--- src/rtl/ookseq_pkg.sv ---
package ookseq_pkg;

  typedef enum logic [1:0] {
    ST_SLEEP  = 2'd0,
    ST_CAL    = 2'd1,
    ST_SETTLE = 2'd2,
    ST_TX     = 2'd3
  } seq_state_e;

  // Number of clocks in the low-time window.
  function automatic int unsigned idle_cycles(input int unsigned clk_hz,
                                              input int unsigned timeout_us);
    return (clk_hz / 1000000) * timeout_us;
  endfunction

  // Bits needed by a counter that runs from 0 to n-1.
  function automatic int unsigned cnt_width(input int unsigned n);
    return (n < 2) ? 1 : $clog2(n);
  endfunction

  function automatic int unsigned max2(input int unsigned a, input int unsigned b);
    return (a > b) ? a : b;
  endfunction

endpackage

--- src/rtl/pin_sync.sv ---
module pin_sync #(
  parameter int STAGES = 2
) (
  input  logic clk,
  input  logic rst,
  input  logic pin,
  output logic lvl,
  output logic rise
);

  logic [STAGES-1:0] chain;
  logic              prev;

  for (genvar i = 0; i < STAGES; i++) begin : g_stage
    if (i == 0) begin : g_first
      always_ff @(posedge clk) begin
        if (rst) chain[0] <= 1'b0;
        else     chain[0] <= pin;
      end
    end else begin : g_next
      always_ff @(posedge clk) begin
        if (rst) chain[i] <= 1'b0;
        else     chain[i] <= chain[i-1];
      end
    end
  end

  always_ff @(posedge clk) begin
    if (rst) prev <= 1'b0;
    else     prev <= chain[STAGES-1];
  end

  assign lvl  = chain[STAGES-1];
  assign rise = chain[STAGES-1] & ~prev;

endmodule

--- src/rtl/phase_timer.sv ---
module phase_timer #(
  parameter int W = 8
) (
  input  logic         clk,
  input  logic         rst,
  input  logic         restart,
  input  logic         run,
  input  logic [W-1:0] last,
  output logic         done
);

  logic [W-1:0] cnt;

  always_ff @(posedge clk) begin
    if (rst || restart) cnt <= '0;
    else if (run)       cnt <= cnt + 1'b1;
  end

  assign done = run && (cnt == last);

endmodule

--- src/rtl/idle_watch.sv ---
module idle_watch #(
  parameter int LIMIT = 20000,
  parameter int W     = 15
) (
  input  logic clk,
  input  logic rst,
  input  logic restart,
  input  logic active,
  input  logic lvl,
  output logic hit
);

  logic [W-1:0] low_cnt;

  always_ff @(posedge clk) begin
    if (rst || restart || lvl) low_cnt <= '0;
    else if (active)           low_cnt <= low_cnt + 1'b1;
  end

  assign hit = active && !lvl && (low_cnt == W'(LIMIT - 1));

endmodule

--- src/rtl/seq_fsm.sv ---
module seq_fsm
  import ookseq_pkg::*;
(
  input  logic       clk,
  input  logic       rst,
  input  logic       wake,
  input  logic       phase_done,
  input  logic       idle_hit,
  output seq_state_e st,
  output logic       restart
);

  seq_state_e nxt;

  always_comb begin
    nxt = st;
    case (st)
      ST_SLEEP:  if (wake)       nxt = ST_CAL;
      ST_CAL:    if (phase_done) nxt = ST_SETTLE;
      ST_SETTLE: if (phase_done) nxt = ST_TX;
      ST_TX:     if (idle_hit)   nxt = ST_SLEEP;
      default:                   nxt = ST_SLEEP;
    endcase
  end

  always_ff @(posedge clk) begin
    if (rst) st <= ST_SLEEP;
    else     st <= nxt;
  end

  assign restart = (nxt != st);

endmodule

--- src/rtl/ook_wake_seq.sv ---
module ook_wake_seq
  import ookseq_pkg::*;
#(
  parameter int SYNC_STAGES = 2,
  parameter int CAL_CYCLES  = 64,
  parameter int PLL_CYCLES  = 256,
  parameter int CLK_HZ      = 1000000,
  parameter int TIMEOUT_US  = 20000
) (
  input  logic       clk,
  input  logic       rst,
  input  logic       pin_in,
  output logic [1:0] state_o,
  output logic       cal_en,
  output logic       pll_en,
  output logic       pa_out
);

  localparam int IDLE_CYCLES = int'(idle_cycles(CLK_HZ, TIMEOUT_US));
  localparam int PH_W        = int'(cnt_width(max2(CAL_CYCLES, PLL_CYCLES)));
  localparam int IDLE_W      = int'(cnt_width(IDLE_CYCLES));

  logic       pin_lvl;
  logic       wake_rise;
  logic       phase_done;
  logic       idle_hit;
  logic       restart;
  logic       phase_run;
  logic       in_tx;
  logic [PH_W-1:0] phase_last;
  seq_state_e st;

  pin_sync #(.STAGES(SYNC_STAGES)) u_sync (
    .clk (clk),
    .rst (rst),
    .pin (pin_in),
    .lvl (pin_lvl),
    .rise(wake_rise)
  );

  assign phase_run  = (st == ST_CAL) || (st == ST_SETTLE);
  assign phase_last = (st == ST_CAL) ? PH_W'(CAL_CYCLES - 1) : PH_W'(PLL_CYCLES - 1);
  assign in_tx      = (st == ST_TX);

  phase_timer #(.W(PH_W)) u_phase (
    .clk    (clk),
    .rst    (rst),
    .restart(restart),
    .run    (phase_run),
    .last   (phase_last),
    .done   (phase_done)
  );

  idle_watch #(.LIMIT(IDLE_CYCLES), .W(IDLE_W)) u_idle (
    .clk    (clk),
    .rst    (rst),
    .restart(restart),
    .active (in_tx),
    .lvl    (pin_lvl),
    .hit    (idle_hit)
  );

  seq_fsm u_fsm (
    .clk       (clk),
    .rst       (rst),
    .wake      (wake_rise),
    .phase_done(phase_done),
    .idle_hit  (idle_hit),
    .st        (st),
    .restart   (restart)
  );

  assign state_o = st;
  assign cal_en  = (st == ST_CAL);
  assign pll_en  = (st == ST_SETTLE) || in_tx;
  assign pa_out  = in_tx && pin_lvl;

endmodule

--- config.mk ---
export PLATFORM = sky130hd
export DESIGN_NAME = ook_wake_seq
export DESIGN_NICKNAME = d
export VERILOG_FILES = /design/src/rtl/ookseq_pkg.sv /design/src/rtl/pin_sync.sv /design/src/rtl/phase_timer.sv /design/src/rtl/idle_watch.sv /design/src/rtl/seq_fsm.sv /design/src/rtl/ook_wake_seq.sv
export SDC_FILE = /design/constraint.sdc
export NUM_CORES = 1
export LEC_CHECK = 0
export ABC_AREA = 1
export BUFFER_PORTS_ARGS = -buffer_cell sky130_fd_sc_hd__buf_4
export CORE_MARGIN = 3
export CORE_UTILIZATION = 50
export CTS_CLUSTER_DIAMETER = 120
export DETAILED_ROUTE_END_ITERATION = 16
export PLACE_DENSITY = 0.7
export SLEW_MARGIN = 40
export SYNTH_ARGS = -nofsm -noshare
export SYNTH_HDL_FRONTEND = slang
export SYNTH_HIERARCHICAL = 1
export SYNTH_SLANG_ARGS = --single-unit
export TNS_END_PERCENT = 30
--- constraint.sdc ---
create_clock -name clk -period 2.2 [get_ports clk]
set_input_delay 0.44 -clock clk [delete_from_list [all_inputs] [get_ports clk]]
set_output_delay 0.44 -clock clk [all_outputs]
set_load 0.01 [all_outputs]
* Word-level counts from Yosys, hierarchy flattened *
Index checks and enable logic that the tools add are counted.

cells by class
  $add $sub $neg = 2
  equality and inequality tests = 6
  muxes and demuxes = 6
  bitwise operators = 2
  reductions and logical operators = 10

operator list
  operator                 number
  $add A15 B1 Y15 const B  1
  $eq A15 B15 Y1 const B   1
  $add A8 B1 Y8 const B    1
  $eq A8 B8 Y1             1
  $mux W2                  4
  $mux W8                  1
  $pmux W2 S4              1
  $eq A2 B2 Y1 const B     2
  $logic_and A1 B1 Y1      4
  $logic_or A1 B1 Y1       4
  $eq A2 B1 Y1 const B     1
  $logic_not A2 Y1         1
  $ne A2 B2 Y1             1
  $and A1 B1 Y1            1
  $logic_not A1 Y1         1
  $not A1 Y1               1

storage, ports and cells
  register bits = 28
  bits of input ports = 3

* Depth between registers and ports, before layout *
Gate-level depths: netlist (run 1).

  word-level depth = 9
  gate-level depth with buffers = 21

* Modules after synthesis *
The synthesis (run 1) kept the hierarchy.

by module, submodules not included
  module        times used  cells an instance  area each (um^2)
  idle_watch    1           124                828.3
  phase_timer   1           85                 515.5
  seq_fsm       1           18                 111.4
  ook_wake_seq  1           14                 87.6
  pin_sync      1           10                 86.3

* Least setup slack after synthesis (run 1) *
OpenSTA, ideal clock, no wires.

  path type = reg-to-reg
  start point = reg u_fsm.st[0]
  end point = reg u_idle.low_cnt[0]
  data arrival time = 2,364 ps
  required time = 2,081 ps
  slack = -284 ps
  stages on the path, launching flop included = 19
  buffers on the path = 0
  cells stage by stage = dfxtp_1 -> inv_1 -> ha_1 -> inv_1 -> inv_1 -> nor2_1 -> nand3b_1 -> nor2_1 -> inv_1 -> nand2_1 -> nand2_1 -> nand2_2 -> nand3_1 -> nand2_1 -> nor2_1 -> nand2_1 -> clkinv_1 -> o21ai_0 -> a21oi_1

on the way
  elaborated cells between the ends (all ways) = 18
  those cells by class = eq/ne: 5; mux: 6; reduce/logical: 7

RTL lines
  item                                                 RTL line                      RTL
  start: declaration                                   seq_fsm.sv:9                  output seq_state_e st,
  start signal: assignment                             seq_fsm.sv:28                 else st <= nxt;
  $eq A2 B1 Y1 / $eq A2 B2 Y1 (equally long branches)  ook_wake_seq.sv:41            assign phase_run = (st == ST_CAL) || (st == ST_SETTLE);
  $logic_or A1 B1 Y1 *                                 ook_wake_seq.sv:41
  named net phase_run                                  ook_wake_seq.sv:28            logic phase_run;
  $logic_and A1 B1 Y1 *                                phase_timer.sv:19             assign done = run && (cnt == last);
  named net phase_done                                 ook_wake_seq.sv:25            logic phase_done;
  $mux W2 (on tied branches)                           seq_fsm.sv:20, seq_fsm.sv:19
  $pmux W2 S4 *                                        seq_fsm.sv:17                 case (st)
  $ne A2 B2 Y1 *                                       seq_fsm.sv:31                 assign restart = (nxt != st);
  named net restart                                    ook_wake_seq.sv:27            logic restart;
  $logic_or A1 B1 Y1 * (2 in a row)                    idle_watch.sv:16              if (rst || restart || lvl) low_cnt <= '0;
  end signal: assignment                               idle_watch.sv:17              else if (active) low_cnt <= low_cnt + 1'b1;
  end: declaration                                     idle_watch.sv:13              logic [W-1:0] low_cnt;

The timed path passes the listed nets; every way through them passes the cells marked *.
A chain may end at the register's enable or synchronous reset.

* Worst setup path after layout (run 1) *
Ends and elaborated chain as after synthesis.

==> results of run 1 <==
[state kept, by name (all words and copies together), names as in the netlist]
signal          count
u_sync/chain        1
u_sync/prev         1
u_fsm/st            2
u_sync/lvl          1
u_idle/low_cnt     15
u_phase/cnt         8
[cells by family (layout without fill, tap and decap cells)]
group	after synthesis	after routing	synth area share (%)
XOR/XNOR	2	2	1.08
flip-flops	28	28	34.4
adder cells (fa/ha/maj)	6	6	4.61
other	1	9	0.230
AND/OR/NAND/NOR	148	148	42.4
AO/OA/AOI/OAI	21	21	6.68
buffers and inverters	45	70	10.6
[area by class of cell]
class / instances / area share (%)
Timing Repair Buffer: 21 / 8.07
Multi-Input combinational cell: 186 / 50.5
Tap cell: 44 / 2.69
Sequential cell: 28 / 27.8
Inverter: 44 / 8.69
Clock buffer: 4 / 1.77
Timing Repair inverter: 1 / 0.428
[worst register-to-register path: stages (launching register included)]
cell      delay [ns]
dfxtp_4         0.40
inv_2           0.05
ha_4            0.21
inv_2           0.05
inv_1           0.04
nor2_1          0.10
nand3b_1        0.09
nor2_2          0.16
inv_1           0.06
nand2_1         0.06
nand2_1         0.06
nand2_2         0.08
nand2_2         0.05
nand2_2         0.08
nand2_4         0.07
nor2_4          0.12
nand2_4         0.11
inv_8           0.10
o21ai_2         0.05
a21oi_1         0.10
[layer usage]
metal	global-route usage [%]	routed length (µm)
met3	2.50	120
met1	23.7	1750
met4	7.99	45
met2	23.6	1420
met5	0	0
[timing repair]
action / 4_1_cts / 5_1_grt
buffers inserted: 0 / 1
gates cloned: 0 / 1
pin swaps: 2 / 20
gates resized for setup: 2 / 40
endpoints found under the setup margin: 3 / 22
[power breakdown]
group / total (µW) / leakage (µW) / internal [µW] / switching, µW
registers: 513 / 0.000228 / 510 / 3.17
clock network: 259 / 0.0000210 / 101 / 157
logic: 120 / 0.000650 / 51.1 / 69.3
total: 892 / 0.000899 / 662 / 230
[stage by stage]
stage                     hold WS [ns]  cell area, µm²  TNS [ns]  instances  total power [µW]
after global routing             0.288            2050    -0.853        328               931
after floorplan                  0.388            1670         0        259               578
after detailed placement         0.397            1870   -0.0251        322               612
after global placement           0.390            1870         0        322               611
after CTS                        0.290            1910         0        326               872
final                            0.295            2050         0        328               892
[synthesized netlist by cell type]
cell | count | area [µm²]
a21oi_1 | 15 | 75.1
a31oi_1 | 1 | 6.26
buf_4 | 1 | 7.51
clkinv_1 | 1 | 3.75
conb_1 | 1 | 3.75
dfxtp_1 | 28 | 561
ha_1 | 6 | 75.1
inv_1 | 42 | 158
inv_2 | 1 | 3.75
nand2_1 | 67 | 251
nand2_2 | 4 | 25.0
nand3_1 | 15 | 75.1
nand3_2 | 4 | 40.0
nand3b_1 | 1 | 7.51
nand4_1 | 3 | 18.8
nor2_1 | 35 | 131
nor2_2 | 3 | 18.8
nor2_4 | 6 | 67.6
nor3_1 | 8 | 40.0
nor3b_1 | 2 | 15.0
o21a_1 | 1 | 7.51
o21ai_0 | 3 | 15.0
o21ai_1 | 1 | 5.00
xnor2_1 | 2 | 17.5
[how the worst min path moves through the flow]
stage | from | endpoint | slack, ns
2_1_floorplan | u_sync/chain[0] | u_sync/lvl | 0.39
3_3_place_gp | u_sync/chain[0] | u_sync/lvl | 0.39
3_5_place_dp | u_sync/chain[0] | u_sync/lvl | 0.40
4_1_cts | pin_in | u_sync/chain[0] | 0.29
5_1_grt | pin_in | u_sync/chain[0] | 0.29
6_report | pin_in | u_sync/chain[0] | 0.29
==> summary.md, run 1 <==
| Metric | Value |
|---|---|
| Sequential cell area | `569 µm²` |
| 1st-iter DRT viols | `47` |
| Post-CTS Hold Fix Bufs | `0` |
| Most common cell after layout, fill and taps aside | `nand2_1` |
| Pre-CTS setup slack | `-0.0251 ns` |
| ANT nets after route | `0` |
| R2r endpoint | `u_idle/low_cnt[0]` |
| Startpoint types | `flop` |
| Peak supply drop | `0.310 mV` |
| P per Cell Area | `436 nW/µm²` |
| Io pins | `8` |
| First-pass GRT wire length | `5320 µm` |
| Crit-path max FO | `5` |
| Dpl hpwl | `about 2300 µm` |
| Nets | `294` |
| Worst setup path endpoint | `u_idle/low_cnt[0]` |
| Netlist cell types | `24` |
| GPL Wtd Cong | `0.862` |
| Root Driver | `clkbuf_4` |
| Setup Viol. Count Final | `0` |
| Slew Viols, Final | `0` |
| Share of cells above drive strength 1 | `26.8%` |
| Required time of the critical path | `2.48 ns` |
| CP endpoint kind | `flop` |
| GRT overflow | `0` |
| Slack of the critical path | `0.0974 ns` |
| Routed WL per cell | `10.2 µm` |
| Syn Inst Count | `251` |
| Outcome | `finished, final reports clean` |
| Core area | `3080 µm²` |
| Most frequent cells in the layout | `nand2_1, inv_1, nor2_1` |
| Max-Cap Viols | `0` |
| Starting Density | `52.9%` |
| Layout area overhead | `25.6%` |
| Cell area after synthesis | `1630 µm²` |
| Clock Sink Count | `28` |
| Final WL | `between 3000 and 4000 µm` |
| Yosys warning count | `6` |
| Critical Path Stages | `19` |
| Final Hold Viols | `0` |
| Clock Pin Slew Worst Setup and Hold Paths | `0.15 ns` |
| Reg2Reg Depth | `19` |
| DR vias/cell | `4.61` |
| Register area share after synthesis | `roughly 34%` |
| Hold Path Depth | `3` |
| Number of synthesized register bits | `28` |
| Worst-Skew Late Latency | `0.33 ns` |
| R2R Setup Slk | `0.1 ns` |
| Via count | `1,513` |
| DR pass1 iterations | `5` |
| Row count | `20` |
| Port bufs | `7` |
| H-tree Lvls | `1` |
| Syn avg cell area | `6.49 µm²` |
| Period utilization | `95.6%` |
| Critical path's top delay family | `simple AND/OR/NAND/NOR gates` |
| Setup Skew | `around 0.0016 ns` |
| N_diodes | `0` |
| CP cell instances | `inv_2, ha_4, inv_2, inv_1, nor2_1, nand3b_1, nor2_2, inv_1, nand2_1, nand2_1, nand2_2, nand2_2, nand2_2, nand2_4, nor2_4, nand2_4, inv_8, o21ai_2, a21oi_1` |
| Drt drc | `0` |
| Final min period | `~2.1 ns` |
| Vias in the first global route | `1,255` |
| Die Y-Extent | `63.1 µm` |
| RSZ-0062 raised after global routing | `true` |
| Final core utilization | `66.5%` |
| Slowest stage cell, crit path | `dfxtp_4` |
| Worst path most repeated cell | `nand2_2` |
| Worst flop-to-flop path startpoint | `u_fsm/st[0]` |
| CTS Buf Count | `3` |
| CTS Buffer Depth | `2` |
| Die Wd | `63.1 µm` |
| CP Buf/Inv Count | `5` |
| Number of fill cells in the layout | `283` |
| Hold Crit Class | `input port to flop` |
| WS Path Type | `flop to flop` |
| Crit path arrival time | `2.38 ns` |
| Largest net degree at the start of global routing | `16` |
| Gr usage total | `16.4%` |
| Die ar. | `roughly 4000 µm²` |
| Slowest stage delay, CP | `0.40 ns` |
| Initial antenna violation count | `0` |
| Max Fclk | `approximately 0.48 GHz` |
| CTS tree | `done` |
| Leak | `0.000899 µW` |
| Area taken by multi-input logic gates | `1030 µm²` |
| Critical Path Start | `u_fsm/st[0]` |
Note: power is estimated with default switching activity, not from simulation.
==> inputs of run 2 (changes only) <==
--- a/config.mk
+++ b/config.mk
@@ -12,6 +12,7 @@
 export CTS_CLUSTER_DIAMETER = 120
 export DETAILED_ROUTE_END_ITERATION = 16
 export PLACE_DENSITY = 0.7
+export SETUP_SLACK_MARGIN = 0.4
 export SLEW_MARGIN = 40
 export SYNTH_ARGS = -nofsm -noshare
 export SYNTH_HDL_FRONTEND = slang
==> summary.md, run 2 (same netlist as run 1, synthesis figures left out) <==
| Metric | Value |
|---|---|
| Sequential cell area | `568 µm² (-0.22%)` |
| WS Path Type | `flop to flop` |
| Met3 wire length | `74 µm (-38%)` |
| Setup Viol. Count Final | `0 (unchanged)` |
| Hold Path Depth | `3 (unchanged)` |
| Die ar. | `3980 µm² (unchanged)` |
| Crit-path max FO | `7 (+2)` |
| Routed WL per cell | `10.1 µm (-0.50%)` |
| Layout area overhead | `24.0%` |
| N_diodes | `0 (unchanged)` |
| Seq pwr share | `53.8% (-3.7 points)` |
| Initial antenna violation count | `0 (unchanged)` |
| Max Fclk | `0.484 GHz (+1.7%)` |
| Clock Sink Count | `28 (unchanged)` |
| Final min period | `2.07 ns (-0.0349 ns)` |
| Combinational share of power | `10.1% (-3.4 points)` |
| GRT overflow | `0 (unchanged)` |
| Clock network power share | `36.1% (+7.1 points)` |
| Leak | `0.000880 µW (-2.1%)` |
| Dpl hpwl | `2340 µm (+0.81%)` |
| Regs by FF count | `u_idle/low_cnt: 15 flops, u_phase/cnt: 8 flops, u_fsm/st: 2 flops` |
| CP endpoint kind | `flop` |
| Outcome | `finished, final reports clean` |
| Final core utilization | `65.6% (-0.85 points)` |
| P per Cell Area | `474 nW/µm² (+8.7%)` |
| Crit path arrival time | `2.35 ns (-0.03 ns)` |
| Worst flop-to-flop path startpoint | `u_fsm/st[0]` |
| Sw Pwr | `225 µW (-1.9%)` |
| Most flop-heavy register | `u_idle/low_cnt` |
| RSZ-0062 raised after global routing | `true` |
| Via count | `1,518 (+0.33%)` |
| Die Wd | `63.1 µm (unchanged)` |
| Startpoint types | `flop` |
| Wire length on met1 | `1540 µm (-12%)` |
| Period utilization | `94.0% (-1.6 points)` |
| DR vias/cell | `4.69 (+1.6%)` |
| Metal2 WL | `1620 µm (+14%)` |
| R2R Setup Slk | `0.13 ns (+0.03 ns)` |
| Peak supply drop | `0.364 mV (+17%)` |
| DR pass1 iterations | `4 (-1)` |
| Io pins | `8 (unchanged)` |
| Max-Cap Viols | `0 (unchanged)` |
| 1st-iter DRT viols | `55 (+17%)` |
| ANT nets after route | `0 (unchanged)` |
| Slew Viols, Final | `0 (unchanged)` |
| Port bufs | `7 (unchanged)` |
| Slack of the critical path | `0.132 ns (+0.0349 ns)` |
| Most common cell after layout, fill and taps aside | `nand2_1` |
| Drt drc | `0 (unchanged)` |
| CTS Buf Count | `3 (unchanged)` |
| Core area | `3080 µm² (unchanged)` |
| Root Driver | `clkbuf_4` |
| Worst-Skew Late Latency | `0.34 ns (about the same)` |
| Required time of the critical path | `2.48 ns (about the same)` |
| Share of cells above drive strength 1 | `23.6% (-3.2 points)` |
| Hold Path Sink | `u_sync/chain[0]` |
| Reg2Reg Depth | `19 (unchanged)` |
| Hold Crit Class | `input port to flop` |
| H-tree Lvls | `1 (unchanged)` |
| Setup_tns | `0 ns (unchanged)` |
| First-pass GRT wire length | `5730 µm (+7.7%)` |
| Die Y-Extent | `63.1 µm (unchanged)` |
| GPL Wtd Cong | `0.856 (-0.73%)` |
| Max Used Layer | `met4` |
| Pint | `732 µW (+11%)` |
| Power Total | `958 µW (+7.3%)` |
| Final Hold Viols | `0 (unchanged)` |
| Area taken by multi-input logic gates | `1010 µm² (-1.9%)` |
| Largest net degree at the start of global routing | `17 (+1)` |
| Gr usage total | `17.5% (+1.1 points)` |
| Max FFs per register | `15 (unchanged)` |
| HP Start | `pin_in` |
| Setup Skew | `0.0206 ns (+0.0189 ns)` |
| Starting Density | `52.9% (unchanged)` |
| Most frequent cells in the layout | `nand2_1, inv_1, nor2_1` |
| Critical Path Start | `u_fsm/st[0]` |
| R2r endpoint | `u_idle/low_cnt[8]` |
| Vias in the first global route | `1,369 (+9.1%)` |
| Number of fill cells in the layout | `303 (+7.1%)` |
| Row count | `20 (unchanged)` |
| WHS | `0.282 ns (-0.0123 ns)` |
| Pre-CTS setup slack | `0.0503 ns (+0.0754 ns)` |
| Sw frac | `23.5% (-2.2 points)` |
| Nets | `290 (-1.4%)` |
| Clock Pin Slew Worst Setup and Hold Paths | `0.17 ns (+0.02 ns)` |
| CTS Buffer Depth | `2 (unchanged)` |
| CTS tree | `done` |
| Final WL | `3280 µm (-1.7%)` |
run 2: changes by cell type in the layout (fill, tap and decap cells not counted), moves of 2 or more:
cell,change
inv_1,-2
nor2_2,-4
nand2_1,+4
buf_4,-6
nor2_1,+4
ha_1,-2
o21ai_1,+2
nand2_2,-3
inv_4,+2
run 2: metal layers:
layer	GRT usage (%)	vias up
li1	-	829
met1	21.1	666
met2	31.2	19
met3	1.78	4
met4	7.71	0
met5	0	-
run 2: area by class of cell:
| cell class | instances | area share [%] |
|---|---|---|
| sequential | 28 | 28.1 |
| timing repair buffer | 17 | 7.25 |
| timing repair inverter | 1 | 0.310 |
| tap | 44 | 2.73 |
| inverter | 44 | 8.80 |
| clock buffer | 3 | 1.12 |
| clock inverter | 1 | 1.49 |
| multi-input combinational | 186 | 50.2 |
run 2: repair_timing:
action,CTS,global route
hold buffers,0,0
cloned,1,0
endpoints found under the setup margin,25,25
endpoints found under the hold margin,0,0
gates resized for setup,9,15
pin swaps,6,3
buffers inserted,4,1
run 2: power groups by stage:
| stage | sequential (µW) | clock, µW | combinational, µW |
|---|---|---|---|
| 3_5_place_dp | 527 | 0 | 77.5 |
| 3_3_place_gp | 527 | 0 | 76.9 |
| 5_1_grt | 516 | 375 | 110 |
| 4_1_cts | 515 | 354 | 89.9 |
| 6_report | 515 | 346 | 96.8 |
| 2_1_floorplan | 526 | 0 | 57.4 |
run 2: how the worst max path moves through the flow:
stage | to | slack [ns] | cells past startpoint
finish | u_idle/low_cnt[8] | 0.13 | 19
global route | u_idle/low_cnt[0] | -0.10 | 21
CTS | u_idle/low_cnt[0] | 0.15 | 21
detailed placement | u_idle/low_cnt[0] | 0.05 | 21
global placement | u_idle/low_cnt[0] | 0.10 | 21
floorplan | u_idle/low_cnt[0] | 0.27 | 19
run 2: through the flow:
step	instances	area, µm²
2_1_floorplan	259	1710
4_1_cts	323	1960
3_3_place_gp	314	1850
5_1_grt	324	2020
6_report	324	2020
3_5_place_dp	314	1850
run 2: critical path: stages, from the launching register on:
cell and delay [ns]:
dfxtp_4 0.43, inv_2 0.05, ha_4 0.21, inv_4 0.08
inv_2 0.04, nor2_1 0.08, nand3b_1 0.09, nor2_2 0.15
inv_1 0.06, nand2_1 0.05, nand2_1 0.05, nand2_2 0.07
nand2_1 0.05, nand2_1 0.07, nand2_2 0.08, nor2_4 0.11
nand2_4 0.10, clkinv_4 0.09, nand2_2 0.05, nor2_2 0.09
==> inputs of run 3 (changes only) <==
--- a/config.mk
+++ b/config.mk
@@ -12,10 +12,10 @@
 export CTS_CLUSTER_DIAMETER = 120
 export DETAILED_ROUTE_END_ITERATION = 16
 export PLACE_DENSITY = 0.7
+export RECOVER_POWER = 50
 export SETUP_SLACK_MARGIN = 0.4
 export SLEW_MARGIN = 40
 export SYNTH_ARGS = -nofsm -noshare
 export SYNTH_HDL_FRONTEND = slang
-export SYNTH_HIERARCHICAL = 1
 export SYNTH_SLANG_ARGS = --single-unit
 export TNS_END_PERCENT = 30
==> summary.md, run 3 <==
| Metric | Value |
|---|---|
| Sw Pwr | `481 µW (+110%)` |
| Startpoint types | `flop` |
| Vias in the first global route | `1,237 (-9.6%)` |
| Post-DP Area | `1550 µm² (-16%)` |
| CTS tree | `done` |
| Required time of the critical path | `2.45 ns (-0.03 ns)` |
| Synth Area in Compound Gates | `2.43% (-4.3 points)` |
| Max Fclk | `0.499 GHz (+3.3%)` |
| Nets | `219 (-24%)` |
| Via count | `1,246 (-18%)` |
| GRT overflow | `0 (unchanged)` |
| Final instance area | `1810 µm² (-10%)` |
| Layout area overhead | `25.7%` |
| Crit path arrival time | `2.25 ns (-0.10 ns)` |
| Sequential cell area | `568 µm² (unchanged)` |
| Die Y-Extent | `59.7 µm (-5.3%)` |
| Slew Viols, Final | `0 (unchanged)` |
| CTS Buffer Depth | `2 (unchanged)` |
| Post-Place Cells | `222 (-29%)` |
| WS Path Type | `flop to flop` |
| Area taken by multi-input logic gates | `915 µm² (-9.8%)` |
| Number of fill cells in the layout | `208 (-31%)` |
| Final Hold Viols | `0 (unchanged)` |
| Core area | `2610 µm² (-15%)` |
| Clock Pin Slew Worst Setup and Hold Paths | `0.16 ns (about the same)` |
| Worst-Skew Late Latency | `0.35 ns (about the same)` |
| Pint | `822 µW (+12%)` |
| Post-Synth Adder-Cell Area | `5.20% (+0.60 points)` |
| Period utilization | `91.0% (-3.0 points)` |
| XOR/XNOR Fraction of Synth Area | `12.7% (+12 points)` |
| DR vias/cell | `5.21 (+11%)` |
| Number of synthesized register bits | `28 (unchanged)` |
| N_diodes | `0 (unchanged)` |
| Post-CTS Hold Fix Bufs | `0 (unchanged)` |
| EDFF count, synth | `0 (unchanged)` |
| Io pins | `8 (unchanged)` |
| Sw frac | `36.9% (+13 points)` |
| Setup Viol. Count Final | `0 (unchanged)` |
| Max-Cap Viols | `0 (unchanged)` |
| Yosys warning count | `0 (-6)` |
| Largest net degree at the start of global routing | `16 (-1)` |
| Worst slew pin tran | `0.502 ns` |
| Mux contribution to synthesized area | `0.694% (+0.69 points)` |
| Clock Sink Count | `28 (unchanged)` |
| GPL Wtd Cong | `0.828 (-3.3%)` |
| Async set-reset flop share out of synthesis | `0% (unchanged)` |
| Top-area cell type share of the netlist area | `38.9% (+4.4 points)` |
| Most frequent cells in the layout | `nor2_1, dfxtp_1, nand2_1` |
| Starting Density | `55.2% (+2.3 points)` |
| Simple-gate share of the synthesized area | `32.5% (-9.9 points)` |
| P per Cell Area | `718 nW/µm² (+52%)` |
| Max FFs per register | `15 (unchanged)` |
| Final Non-Filler Cells | `239 (-26%)` |
| Netlist cell types | `24 (unchanged)` |
| Die ar. | `3570 µm² (-10%)` |
| Share of cells above drive strength 1 | `31.6% (+8.0 points)` |
| Register area share after synthesis | `38.9% (+4.4 points)` |
| Most common cell after layout, fill and taps aside | `nor2_1` |
| Outcome | `finished, final reports clean` |
| Yosys top cell by area | `dfxtp_1` |
| Port bufs | `7 (unchanged)` |
| Root Driver | `clkbuf_4` |
| Most flop-heavy register | `u_idle.low_cnt` |
| Slack of the critical path | `0.198 ns (+0.0654 ns)` |
| 1st-iter DRT viols | `56 (+1.8%)` |
| Initial antenna violation count | `0 (unchanged)` |
| Leak | `0.000716 µW (-19%)` |
| Final WL | `3170 µm (-3.3%)` |
| Mapped Nets | `195` |
| CP endpoint kind | `flop` |
| Row count | `18 (-10%)` |
| Cell area after synthesis | `1440 µm² (-11%)` |
| Power Total | `1300 µW (+36%)` |
| Most frequent cells after synthesis | `nand2_1, nor2_1, dfxtp_1` |
| H-tree Lvls | `1 (unchanged)` |
| Crit-path max FO | `7 (unchanged)` |
| Syn avg cell area | `7.76 µm² (+20%)` |
| Hold Crit Class | `input port to flop` |
| Setup_tns | `0 ns (unchanged)` |
| Gr usage total | `18.7% (+1.2 points)` |
| Pre-CTS setup slack | `0.0414 ns (-0.00889 ns)` |
| Peak supply drop | `0.616 mV (+69%)` |
| Setup Skew | `0.0107 ns (-0.00987 ns)` |
| Seq pwr share | `42.6% (-11 points)` |
| Clock network power share | `17.4% (-19 points)` |
| Syn Inst Count | `186 (-26%)` |
| Main combinational cell family by area after synthesis | `simple AND/OR/NAND/NOR gates` |
| Drt drc | `0 (unchanged)` |
| Routed WL per cell | `13.3 µm (+31%)` |
| First-pass GRT wire length | `5130 µm (-10%)` |
| Final min period | `2.00 ns (-0.0654 ns)` |
| Combinational share of power | `40.0% (+30 points)` |
| DR pass1 iterations | `4 (unchanged)` |
| Dpl hpwl | `1920 µm (-18%)` |
| Area contributors post-synth | `dfxtp_1, nand2_1, nor2_1` |
| Slew margin rel. | `roughly 66%` |
| CTS Buf Count | `3 (unchanged)` |
| Die Wd | `59.7 µm (-5.3%)` |
| ANT nets after route | `0 (unchanged)` |
| Regs by FF count | `u_idle.low_cnt: 15 flops, u_phase.cnt: 8 flops, u_fsm.st: 2 flops` |
| R2R Setup Slk | `0.20 ns (+0.07 ns)` |
| RSZ-0062 raised after global routing | `true` |
| Post-synth top flop | `dfxtp_1` |
| Top-count cell post-synth | `nand2_1` |
run 3: cell types whose count changed after synthesis, moves of 4 or more:
cell / change
nand2_1: -37
inv_1: -19
a21oi_1: -13
xor2_1: +11
xnor2_1: +8
nor2_2: +7
nor2_1: -6
nand3_1: -5
nor3_1: -5
nor2_4: -4
run 3: worst max-delay path, cell delays in order, from the launching register on:
cell and delay (ns):
dfxtp_4 0.42, inv_4 0.06, ha_4 0.28, nand2_4 0.05
inv_4 0.05, nand2_4 0.05, nor2_4 0.09, nand2_2 0.07
nand2_1 0.08, nand2_2 0.07, nand3_4 0.09, nand3_2 0.08
nand2_1 0.12, nor2_4 0.05, buf_6 0.11, nand3_4 0.16
nor2_2 0.06
run 3: cell families (layout without fill, tap and decap cells):
| group | after synthesis | count (layout) |
|---|---|---|
| adders and majority gates | 6 | 6 |
| muxes | 1 | 1 |
| xor gates and xnor gates | 21 | 21 |
| AOI/OAI and AO/OA | 7 | 7 |
| buffers and inverters | 26 | 48 |
| DFF | 28 | 28 |
| and+or+nand+nor | 97 | 98 |
run 3: layout make-up:
type	instances	area share (%)
multi-input combinational	133	50.4
clock buffer	3	1.24
clock inverter	1	0.207
sequential	28	31.3
tap	30	2.07
inverter	24	5.52
timing repair buffer	20	9.18
run 3: routing by layer:
metal	global-route usage [%]	wire, µm	vias to the layer above
li1	-	-	618
met1	20.9	1320	605
met2	34.3	1680	19
met3	4.97	132	4
met4	5.38	40	0
met5	0	0	-
run 3: metrics by stage:
stage / hold WS (ns) / util (%)
2_1_floorplan: 0.388 / -
3_3_place_gp: 0.392 / 59.2
3_5_place_dp: 0.395 / 59.2
4_1_cts: 0.269 / 64.7
5_1_grt: 0.302 / 69.4
6_report: 0.281 / 69.4
run 3: final timing paths:
kind                       end  depth (start not counted)             from
max          u_idle.low_cnt[2]                         16      u_fsm.st[0]
min            u_sync.chain[0]                          3           pin_in
max reg2reg  u_idle.low_cnt[2]                         16      u_fsm.st[0]
min reg2reg         u_sync.lvl                          2  u_sync.chain[0]
run 3: power by group through the flow:
stage | logic, µW | registers [µW] | clock network (µW)
floorplan | 257 | 563 | 0
global placement | 309 | 561 | 0
detailed placement | 317 | 564 | 0
CTS | 431 | 554 | 225
global route | 562 | 558 | 250
finish | 521 | 555 | 226
run 3: timing repair:
| action | 4_1_cts | 5_1_grt |
|---|---|---|
| gates cloned | 1 | 0 |
| endpoints found under the setup margin | 23 | 24 |
| buffers inserted | 7 | 5 |
| pin swaps | 7 | 22 |
| resized for setup | 13 | 20 |
